## src/rtl/pd_wake_pkg.sv

```systemverilog
`timescale 1ns/1ps
package pd_wake_pkg;

    // One-hot sequencer states
    typedef enum logic [4:0] {
        ST_RUN     = 5'b00001,
        ST_SLEEP   = 5'b00010,
        ST_STARTUP = 5'b00100,
        ST_PULSE   = 5'b01000,
        ST_HOLD    = 5'b10000
    } pd_st_e;

endpackage

```

## src/rtl/pd_wake_sync.sv

```systemverilog
`timescale 1ns/1ps
module pd_wake_sync #(
    parameter int unsigned STAGES = 2
) (
    input  logic clk,
    input  logic rst_n,
    input  logic pin,
    output logic lvl,
    output logic rise
);
    // STAGES synchronizer flops plus one delay flop for edge detection
    logic [STAGES:0] sh_d, sh_q;

    always_comb begin
        sh_d = {sh_q[STAGES-1:0], pin};
    end

    always_ff @(posedge clk or negedge rst_n) begin
        if (!rst_n) sh_q <= '0;
        else        sh_q <= sh_d;
    end

    assign lvl  = sh_q[STAGES-1];
    assign rise = sh_q[STAGES-1] & ~sh_q[STAGES];
endmodule

```

## src/rtl/pd_wake_timer.sv

```systemverilog
`timescale 1ns/1ps
module pd_wake_timer #(
    parameter int unsigned CNT_W  = 12,
    parameter int unsigned LOG2_0 = 4,
    parameter int unsigned LOG2_1 = 8,
    parameter int unsigned LOG2_2 = 10,
    parameter int unsigned LOG2_3 = 12
) (
    input  logic       clk,
    input  logic       rst_n,
    input  logic       clr,
    input  logic       en,
    input  logic [1:0] sel,
    output logic       done
);
    logic [CNT_W-1:0] cnt_d, cnt_q;
    logic [CNT_W-1:0] term;

    // Terminal count is one less than the selected length
    always_comb begin
        case (sel)
            2'd0:    term = CNT_W'((1 << LOG2_0) - 1);
            2'd1:    term = CNT_W'((1 << LOG2_1) - 1);
            2'd2:    term = CNT_W'((1 << LOG2_2) - 1);
            default: term = CNT_W'((1 << LOG2_3) - 1);
        endcase
    end

    always_comb begin
        cnt_d = cnt_q;
        if (clr)     cnt_d = '0;
        else if (en) cnt_d = cnt_q + 1'b1;
    end

    always_ff @(posedge clk or negedge rst_n) begin
        if (!rst_n) cnt_q <= '0;
        else        cnt_q <= cnt_d;
    end

    assign done = en && (cnt_q == term);
endmodule

```

## src/rtl/pd_wake_fsm.sv

```systemverilog
`timescale 1ns/1ps
module pd_wake_fsm
    import pd_wake_pkg::*;
#(
    parameter int unsigned PULSE_LEN = 2
) (
    input  logic       clk,
    input  logic       rst_n,
    input  logic       pd_req,
    input  logic       lvl,
    input  logic       rise,
    input  logic       done,
    output logic [4:0] st,
    output logic       tmr_clr,
    output logic       tmr_en,
    output logic       osc_req,
    output logic       clk_en,
    output logic       cpu_rst
);
    localparam int unsigned PCNT_W = (PULSE_LEN > 2) ? $clog2(PULSE_LEN) : 1;

    typedef struct packed {
        pd_st_e            st;
        logic [PCNT_W-1:0] pcnt;
    } fsm_t;

    fsm_t r_d, r_q;

    always_comb begin
        r_d = r_q;
        case (r_q.st)
            ST_RUN: begin
                if (lvl)         r_d.st = ST_HOLD;
                else if (pd_req) r_d.st = ST_SLEEP;
            end
            ST_SLEEP: begin
                if (rise) r_d.st = ST_STARTUP;
            end
            ST_STARTUP: begin
                r_d.pcnt = '0;
                if (done) r_d.st = lvl ? ST_HOLD : ST_PULSE;
            end
            ST_PULSE: begin
                if (r_q.pcnt == PCNT_W'(PULSE_LEN - 1)) r_d.st = ST_RUN;
                else                                   r_d.pcnt = r_q.pcnt + 1'b1;
            end
            ST_HOLD: begin
                if (!lvl) r_d.st = ST_RUN;
            end
            default: begin
                r_d.st   = ST_RUN;
                r_d.pcnt = '0;
            end
        endcase
    end

    always_ff @(posedge clk or negedge rst_n) begin
        if (!rst_n) begin
            r_q.st   <= ST_RUN;
            r_q.pcnt <= '0;
        end else begin
            r_q <= r_d;
        end
    end

    // Output decode; an illegal encoding keeps the clock and asserts reset
    always_comb begin
        tmr_clr = 1'b0;
        tmr_en  = 1'b0;
        osc_req = 1'b1;
        clk_en  = 1'b1;
        cpu_rst = 1'b0;
        case (r_q.st)
            ST_RUN: ;
            ST_SLEEP: begin
                tmr_clr = 1'b1;
                osc_req = 1'b0;
                clk_en  = 1'b0;
            end
            ST_STARTUP: begin
                tmr_en = 1'b1;
                clk_en = 1'b0;
            end
            ST_PULSE: cpu_rst = 1'b1;
            ST_HOLD:  cpu_rst = 1'b1;
            default:  cpu_rst = 1'b1;
        endcase
    end

    assign st = r_q.st;
endmodule

```

## src/rtl/pd_wake_seq.sv

```systemverilog
`timescale 1ns/1ps
module pd_wake_seq #(
    parameter int unsigned SYNC_STAGES = 2,
    parameter int unsigned PULSE_LEN   = 2,
    parameter int unsigned CNT_W       = 12,
    parameter int unsigned LOG2_0      = 4,
    parameter int unsigned LOG2_1      = 8,
    parameter int unsigned LOG2_2      = 10,
    parameter int unsigned LOG2_3      = 12
) (
    input  logic       clk,
    input  logic       rst_n,
    input  logic       pd_req,
    input  logic       rst_pin,
    input  logic [1:0] sut_sel,
    output logic       osc_en,
    output logic       clk_en,
    output logic       cpu_rst
);
    logic       pin_lvl, pin_rise, tmr_done, tmr_clr, tmr_en, osc_req;
    logic [4:0] st_w;

    pd_wake_sync #(.STAGES(SYNC_STAGES)) sync_i (
        .clk  (clk),
        .rst_n(rst_n),
        .pin  (rst_pin),
        .lvl  (pin_lvl),
        .rise (pin_rise)
    );

    pd_wake_timer #(
        .CNT_W (CNT_W),
        .LOG2_0(LOG2_0),
        .LOG2_1(LOG2_1),
        .LOG2_2(LOG2_2),
        .LOG2_3(LOG2_3)
    ) timer_i (
        .clk  (clk),
        .rst_n(rst_n),
        .clr  (tmr_clr),
        .en   (tmr_en),
        .sel  (sut_sel),
        .done (tmr_done)
    );

    pd_wake_fsm #(.PULSE_LEN(PULSE_LEN)) fsm_i (
        .clk    (clk),
        .rst_n  (rst_n),
        .pd_req (pd_req),
        .lvl    (pin_lvl),
        .rise   (pin_rise),
        .done   (tmr_done),
        .st     (st_w),
        .tmr_clr(tmr_clr),
        .tmr_en (tmr_en),
        .osc_req(osc_req),
        .clk_en (clk_en),
        .cpu_rst(cpu_rst)
    );

    // Asynchronous wake path: the raw pin restarts the oscillator directly
    assign osc_en = osc_req | rst_pin;
endmodule

```

## config.mk

```make
export PLATFORM = sky130hd
export DESIGN_NAME = pd_wake_seq
export DESIGN_NICKNAME = d
export VERILOG_FILES = /design/src/rtl/pd_wake_pkg.sv /design/src/rtl/pd_wake_sync.sv /design/src/rtl/pd_wake_timer.sv /design/src/rtl/pd_wake_fsm.sv /design/src/rtl/pd_wake_seq.sv
export SDC_FILE = /design/constraint.sdc
export NUM_CORES = 1
export LEC_CHECK = 0
export ABC_AREA = 1
export ABC_CLOCK_PERIOD_IN_PS = 1900
export BUFFER_PORTS_ARGS = -buffer_cell sky130_fd_sc_hd__buf_2
export CORE_MARGIN = 3
export CORE_UTILIZATION = 55
export DETAILED_ROUTE_END_ITERATION = 7
export HOLD_SLACK_MARGIN = 0.15
export PLACE_DENSITY_LB_ADDON = 0.2
export SYNTH_ARGS = -nofsm -noshare
export SYNTH_HDL_FRONTEND = slang
export SYNTH_SLANG_ARGS = --single-unit
```

## constraint.sdc

```tcl
create_clock -name clk -period 1.9 [get_ports clk]
set_clock_uncertainty 0.15 [all_clocks]
set_input_delay 0.285 -clock clk [delete_from_list [all_inputs] [get_ports clk]]
set_output_delay 0.285 -clock clk [all_outputs]
set_load 0.005 [all_outputs]
```

=== After elaboration in Yosys (flattened, before gate mapping) ===
Cells that the tools add are included.

* Input port bits: 6
* Logic and storage cells: 47
* Output and inout port bits: 3
* Register bits: 21

* Multiplexer cells: 18
* Add/sub/neg operators: 2
* Reduce and logical (&&, ||, !) cells: 7
* Bitwise logic cells: 3
* Equality and inequality tests: 13

{| class="wikitable"
|+ Operators with widths
! cell !! count
|-
| 12-bit case mux with 3 select lines || 1
|-
| 5-bit two-way mux || 7
|-
| 5-bit case mux with 5 select lines || 1
|-
| 12-bit two-way mux || 2
|-
| 12-bit by 1-bit adder with 12-bit output, second input constant || 1
|-
| 12-bit == test || 1
|-
| 1-bit two-way mux || 6
|-
| 2-bit by 1-bit != test with 1-bit output, second input constant || 3
|-
| 3-bit OR reduction || 2
|-
| 5-bit by 1-bit == test with 1-bit output, second input constant || 1
|-
| 5-bit by 2-bit == test with 1-bit output, second input constant || 1
|-
| 5-bit by 3-bit == test with 1-bit output, second input constant || 1
|-
| 5-bit by 4-bit == test with 1-bit output, second input constant || 1
|-
| 5-bit == test, second input constant || 1
|-
| 5-bit AND reduction || 1
|-
| 3-bit != test, second input constant || 1
|-
| 2-bit by 1-bit == test with 1-bit output, second input constant || 1
|-
| 2-bit == test, second input constant || 1
|-
| 2-bit logical NOT || 1
|-
| 2-bit != test, second input constant || 1
|-
| 1-bit case mux with 2 select lines || 1
|-
| 2-bit nonzero test || 1
|-
| 2-bit OR reduction || 1
|-
| 1-bit adder, second input constant || 1
|-
| other kinds (4) || 4
|}

=== Depth between registers and ports, before layout ===
Gate-level depths: netlist (run 1).

* Depth in word-level cells: 6
* Gate-level depth with buffers: 9
* Gate-level depth less buffers: 9

=== Cells and area by module ===
A second synthesis (run 1) with hierarchy kept.

* Cell total of the unflattened synthesis: 175
* Area total of the unflattened synthesis: 1,265.0 um2

{| class="wikitable"
|+ Modules (own cells, without submodules)
! module !! seq. area each (um2) !! area an instance (um2) !! instances !! cells an instance
|-
| pd_wake_timer || 300.3 || 729.4 || 1 || 107
|-
| pd_wake_fsm || 151.4 || 439.2 || 1 || 60
|-
| pd_wake_sync || 75.1 || 85.1 || 1 || 5
|-
| pd_wake_seq || 0.0 || 11.3 || 1 || 3
|}

=== Worst setup path after synthesis (run 1) ===
OpenSTA, ideal clock, no wires.

* Kind: reg-to-output
* Start: reg, netlist name fsm_i.st[2]
* End: out cpu_rst
* Arrival: 1.018 ns
* Path slack: 0.447 ns
* Data required time: 1.465 ns
* Stages on the path, launching flop included: 7
* Path buffers: 0
* Cells stage by stage: dfrtp_1 > nor2_2 > nand3_2 > nand2_2 > inv_2 > nand2_1 > inv_1

* Word-level cells in the longest chain between the ends: 3
* Elaborated cells on any way between the ends: 5
* Classes of those cells: eq/ne (3); mux (1); reduce/logical (1)

{| class="wikitable"
|+ Ends and longest elaborated chain
! item !! line !! source
|-
| 5-bit by 1-bit == test with 1-bit output (tied with other cells) || pd_wake_fsm.sv:73 || <nowiki>case (r_q.st)</nowiki>
|-
| 3-bit OR reduction (no line) * || -- ||
|-
| 1-bit two-way mux * || pd_wake_fsm.sv:73 ||
|-
| end, declared || pd_wake_seq.sv:18 || <nowiki>output logic cpu_rst</nowiki>
|}

Every way passes the cells marked *; elsewhere a longest branch is shown, timed or not.

=== Final worst setup path (run 1) ===
* Start: reg, netlist name fsm_i.st[1]
* End: out cpu_rst

* Word-level cells in the longest chain between the ends: 3
* Elaborated cells on any way between the ends: 5
* Classes of those cells: eq/ne (3); mux (1); reduce/logical (1)

{| class="wikitable"
|+ Ends and longest elaborated chain
! item !! line
|-
| 5-bit by 1-bit == test with 1-bit output (tied with other cells) || pd_wake_fsm.sv:73
|-
| 3-bit OR reduction (no line) * || --
|-
| 1-bit two-way mux * || pd_wake_fsm.sv:73
|}

Marks and branches as above.

==> flow_summary_export.csv, run 1 <==
group,metric,value,unit
synthesis,synthDominantCellAreaShare,41.8,%
pwr,power_leakage,0.000699,uW
route,route.detailed.vias_per_inst,5.63,
global_route,globalRouteOverflowTotal,0,
final_layout,layout.nets,193,
placement,place.port_buffers,8,
floorplanning,placement_rows,16,
clock_tree,sinks_on_the_clock_net,21,
synthesis,synthMostInstantiatedCell,"nand2_1",
synthesis,synth_edf_count,0,
sta,timing.final.ws_setup,27.7,ps
global_route,grt_pass1_vias,1084,
final_layout,layout-area-overhead-vs-synth,20.5,%
final_layout,final-instance-count-excl-fill,212,
placement,place.detailed.hpwl,1960,microns
placement,globalplace.congestion,0.969,
synthesis,synth_top_cells_by_count,"nand2_1 (39), inv_1 (21), dfrtp_1 (20), nand3_1 (17), nor2_1 (17)",
synthesis,yosysWarningCount,0,
global_route,antenna_violations_before_repair,0,
worst_setup_path,cp-startpoint,"fsm_i.st[1]",
pwr,irDropWorstVdd,0.000729,V
route,detailedRoute.firstPassIterationCount,4,
sta,final_max_slew_viol_count,0,
worst_setup_path,critical_path.max_fanout,4,
placement,dp_slack,225,ps
floorplanning,design.portCount,9,
clock_tree,clock_path_buffers,2,
floorplanning,fp.dieH,52.7,microns
sta,setup-violations-final,0,
worst_setup_path,crit_path_start_kind,"flip-flop",
final_layout,num_antenna_cells,0,
synthesis,ys_seq_elements,21,
worst_setup_path,critPathArrivalTime,1440,ps
synthesis,seq_area_frac_synth,44.0,%
synthesis,synth.net_count,168,
route,dr_total_vias,1193,
route,drt_iter0_markers,49,
floorplanning,die_width,52.7,microns
worst_setup_path,worst-endpoint-required,1460,ps
clock_tree,ctsRootBufferMaster,"clkbuf_4",
flow_run,cap_viol_max_count,0,
floorplanning,die_footprint,0.00277,sq mm
clock_tree,cts-buffers-inserted,3,
synthesis,synth_area_leader_cell,"dfrtp_1",
placement,postPlaceCellArea,0.00128,sq mm
route,number_of_routed_nets_with_antenna_violations,0,
final_layout,nFillCells,159,
synthesis,synthFlopType,"dfrtp_1",
synthesis,synth_cell_types,25,
floorplanning,initial_utilization,59.8,%
sta,fmax,0.534,GHz
worst_setup_path,rrSetupSlack,220,ps
sta,final-hold-violation-count,0,
placement,place.detailed.instances,197,
worst_setup_path,worstSetupPathType,"reg2out",
worst_setup_path,crit_path_capture_type,"output pin",
sta,worst_slew_margin_rel,68.9,%
final_layout,layout.cell_area.non_filler,0.00144,sq mm
min_path,worst_hold_startpoint,"sync_i.sh_q[0]",
route,drt-wirelength-per-cell,13.6,microns
global_route,gr_usage_total,22.7,%
clock_tree,tritoncts,"done",
route,detail_route.wirelength,2890,microns
worst_setup_path,regToRegStartpoint,"fsm_i.st[4]",
global_route,grt_pass1_wl,4590,microns
final_layout,final_layout_size_suffix_gt1_share,21.1,%
sta,post-route-min-period,1870,ps
synthesis,syn_area,0.00120,sq mm
sta,worst_tran_pin_value,466,ps
pwr,total_power_per_unit_cell_area,968,mW/mm^2
clock_tree,clk_pin_slew_worst_paths,110,ps
outcome,status,"complete, no violations",
sta,rsz_0062_raised_after_global_routing,"true",
synthesis,synthesis.instances,161,
synthesis,synth_async_sr_flop_share,100,%
min_path,timing.hold.worst.class,"reg2reg",
clock_tree,worstSkewPairLatency,310,ps
route,drc,0,
floorplanning,coreArea,0.00200,sq mm
clock_tree,htreeDepth,1,
synthesis,synthTopCellsByArea,"dfrtp_1 (42%), nand2_1 (12%), nand3_1 (7.1%)",
sta,final_min_period_over_clock_period,98.5,%
synthesis,synth_area_per_cell,7.44,sq um
global_route,grt_max_degree,22,
[repair_timing]
item                                   in CTS  in global routing
setup buffers                               3                  5
pin swaps                                   1                  7
setup endpoints to repair                   3                  2
endpoints found under the hold margin      23                  0
cloned                                      0                  0
hold buffers                                3                  0
gates resized for setup                     3                 10
[metrics by stage]
stage	total power (uW)	utilization [%]	hold slack [ps]	setup TNS [ps]
floorplan	868	-	-161	0
global placement	987	64.0	114	0
detailed placement	998	64.0	116	0
CTS	1260	68.3	222	0
global route	1480	72.1	230	-60.8
finish	1400	72.1	226	0
[per-layer routing]
metal	vias up	part of all wire [%]	GRT usage (%)
met5	-	0	0
met4	0	1.2	8.51
met3	6	5.0	3.42
met2	38	49	35.7
met1	566	45	31.1
li1	583	-	-
[cells by family (layout without fill, tap and decap cells)]
family                     Yosys count  in the layout  synth area share, %
and+or+nand+nor                     98             98                 39.5
buffers and inverters               24             48                 7.63
DFF                                 21             21                 44.0
AOI/OAI and AO/OA                   17             17                 7.84
adders and majority gates            1              1                 1.04
[state kept, by name, indices dropped and copies added, names as in the netlist]
register,flops
timer_i.cnt_q,12
fsm_i.r_q,1
fsm_i.st,5
sync_i.sh_q,3
[worst max-delay path: stages (launching register included)]
cell	delay, ps
dfrtp_1	420
inv_2	80
nor2_4	150
nand3_4	110
nand2_4	120
inv_4	40
nand2_2	60
inv_1	30
buf_2	110
[final timing paths]
path | end | cells past startpoint
worst min-delay path | sync_i.sh_q[1] | 0
worst min register to register | sync_i.sh_q[1] | 0
min in group asynchronous | timer_i.cnt_q[6] | 2
worst max-delay path | cpu_rst | 8
worst max register to register | timer_i.cnt_q[5] | 6
max in group asynchronous | fsm_i.st[0] | 2
[where the power goes]
| group | internal (uW) | switching, uW |
|---|---|---|
| clock | 82.0 | 139 |
| sequential | 512 | 85.4 |
| combinational | 255 | 324 |
[cells in the final DEF, fill, tap and decap left out, types with 2 or more instances in the layout]
cell | Yosys | layout
a21oi_1 | 6 | 6
buf_2 | 1 | 8
buf_4 | 0 | 10
clkbuf_4 | 0 | 3
dfrtp_1 | 20 | 20
dlygate4sd3_1 | 0 | 3
inv_1 | 21 | 20
inv_2 | 2 | 2
nand2_1 | 39 | 36
nand2_2 | 1 | 3
nand3_1 | 17 | 17
nand4_1 | 9 | 9
nor2_1 | 17 | 15
nor2_2 | 3 | 2
nor2_4 | 1 | 4
nor3_1 | 6 | 6
o21ai_0 | 4 | 4
o21ai_1 | 4 | 4
[area by class of cell]
cell class	instances	area [sq um]	share of cell area (%)
well taps	27	33.8	2.34
clock buffers	4	26.3	1.82
flip-flops and latches	21	527	36.5
inverters	23	88.8	6.16
multi-input cells	116	622	43.1
repair buffers	21	145	10.1
Note: power is estimated with default switching activity, not from simulation.
==> inputs of run 2 (changes only) <==
- ABC_CLOCK_PERIOD_IN_PS: 1900 -> default
- REMOVE_ABC_BUFFERS: default -> 1
==> flow_summary_export.csv, run 2 (synthesis results as in run 1) <==
group,metric,value,unit
global_route,antenna_violations_before_repair,0,
final_layout,top_regs,"timer_i.cnt_q (12), fsm_i.st (5), sync_i.sh_q (3)",
sta,setup-violations-final,0,
worst_setup_path,worst-endpoint-required,1460,ps
final_layout,final_layout_size_suffix_gt1_share,23.3,%
final_layout,multiInputGateArea,622,sq um
global_route,grt_pass1_wl,4820,microns
final_layout,largest-register,"timer_i.cnt_q",
worst_setup_path,rrSetupSlack,190,ps
route,detail_route.wirelength,2970,microns
final_layout,largest_register_ff_count,12,
final_layout,most_common_library_cell_in_the_layout_ignoring_fill_and_taps,"nand2_1",
floorplanning,coreArea,0.00200,sq mm
global_route,grt_max_degree,22,
final_layout,nFillCells,155,
final_layout,postLayoutCoreUtil,73.6,%
route,drc,0,
pwr,post-layout-total-power,1430,uW
route,detailedRoute.firstPassIterationCount,4,
worst_setup_path,worstSetupPathType,"reg2out",
sta,post-route-min-period,1850,ps
worst_setup_path,critical_path.max_fanout,5,
worst_setup_path,crit_path_capture_type,"output pin",
clock_tree,sinks_on_the_clock_net,21,
flow_run,cap_viol_max_count,0,
route,number_of_routed_nets_with_antenna_violations,0,
sta,worst_slew_margin_rel,67.8,%
floorplanning,die_footprint,0.00277,sq mm
clock_tree,tritoncts,"done",
global_route,grt_pass1_vias,1092,
clock_tree,worstSkewPairLatency,300,ps
pwr,power_leakage,0.000722,uW
floorplanning,die_width,52.7,microns
sta,final_min_period_over_clock_period,97.2,%
placement,place.port_buffers,8,
route,drt_iter0_markers,36,
final_layout,num_antenna_cells,0,
global_route,gr_usage_total,23.6,%
final_layout,leading_cell_types_in_the_layout_fill_and_taps_excluded,"nand2_1 (36), inv_1 (20), dfrtp_1 (20)",
floorplanning,fp.dieH,52.7,microns
final_layout,layout.nets,197,
clock_tree,cts-buffers-inserted,3,
floorplanning,placement_rows,16,
clock_tree,clock_path_buffers,2,
worst_setup_path,critPathArrivalTime,1410,ps
clock_tree,clk_pin_slew_worst_paths,110,ps
floorplanning,design.portCount,9,
placement,globalplace.congestion,0.996,
placement,place.detailed.hpwl,1960,microns
sta,rsz_0062_raised_after_global_routing,"true",
floorplanning,initial_utilization,59.8,%
min_path,timing.hold.worst.class,"reg2reg",
outcome,status,"complete, no violations",
route,route.detailed.vias_per_inst,5.81,
pwr,irDropWorstVdd,0.000743,V
worst_setup_path,crit_path_start_kind,"flip-flop",
final_layout,seqCellArea,527,sq um
sta,fmax,0.542,GHz
sta,final_max_slew_viol_count,0,
clock_tree,htreeDepth,1,
route,drt-wirelength-per-cell,13.7,microns
clock_tree,ctsRootBufferMaster,"clkbuf_4",
final_layout,layout-area-overhead-vs-synth,23.1,%
route,dr_total_vias,1254,
pwr,total_power_per_unit_cell_area,968,mW/mm^2
sta,final-hold-violation-count,0,
global_route,globalRouteOverflowTotal,0,
sta,worst_tran_pin_value,482,ps
run 2: final cells by class:
| class | instances | area share, % |
|---|---|---|
| repair buffers | 25 | 11.9 |
| inverters | 23 | 6.03 |
| multi-input cells | 116 | 42.2 |
| clock inverters | 1 | 0.340 |
| well taps | 27 | 2.29 |
| clock buffers | 3 | 1.53 |
| flip-flops and latches | 21 | 35.7 |
run 2: worst paths after layout:
path                             startpoint               end  cells past startpoint
min in group asynchronous             rst_n  timer_i.cnt_q[6]                      2
min reg2reg                  sync_i.sh_q[0]    sync_i.sh_q[1]                      0
max reg2reg                timer_i.cnt_q[0]  timer_i.cnt_q[8]                      6
max                             fsm_i.st[0]           cpu_rst                      7
min                          sync_i.sh_q[0]    sync_i.sh_q[1]                      0
max in group asynchronous             rst_n       fsm_i.st[0]                      2
run 2: worst max-delay path: stages, from the launching register on:
cell and delay, ps:
dfstp_2 610, nor2_4 80, nand4_4 80, nand2_4 70
inv_4 70, nand2_2 60, inv_1 50, buf_2 100
run 2: metal layers:
layer | part of all wire (%) | routed length [microns] | vias to the layer above | track usage [%]
met4 | 1.4 | 43 | 0 | 6.81
met5 | 0 | 0 | - | 0
li1 | - | - | 590 | -
met2 | 51 | 1510 | 50 | 39.5
met3 | 7.3 | 216 | 6 | 3.42
met1 | 40 | 1200 | 608 | 31.6
run 2: repair_timing:
action | 4_1_cts | 5_1_grt
hold buffers | 3 | 0
gates resized for setup | 6 | 7
setup endpoints to repair | 3 | 2
pin swaps | 3 | 5
setup buffers | 6 | 6
hold endpoints to repair | 23 | 0
run 2: metrics by stage:
stage          hold slack, ps  TNS, ps  setup slack, ps  area (sq um)  std cells
6_report                  217        0             54.1          1470        216
5_1_grt                   232    -22.4            -17.3          1470        216
4_1_cts                   219        0             1.17          1410        210
3_5_place_dp              121        0              236          1280        197
3_3_place_gp              114        0              255          1280        197
2_1_floorplan            -161        0              320          1190        160
run 2: power breakdown:
part	switching, uW	total, uW	internal, uW
clock network	134	213	78.4
registers	80.8	593	512
logic	342	621	279
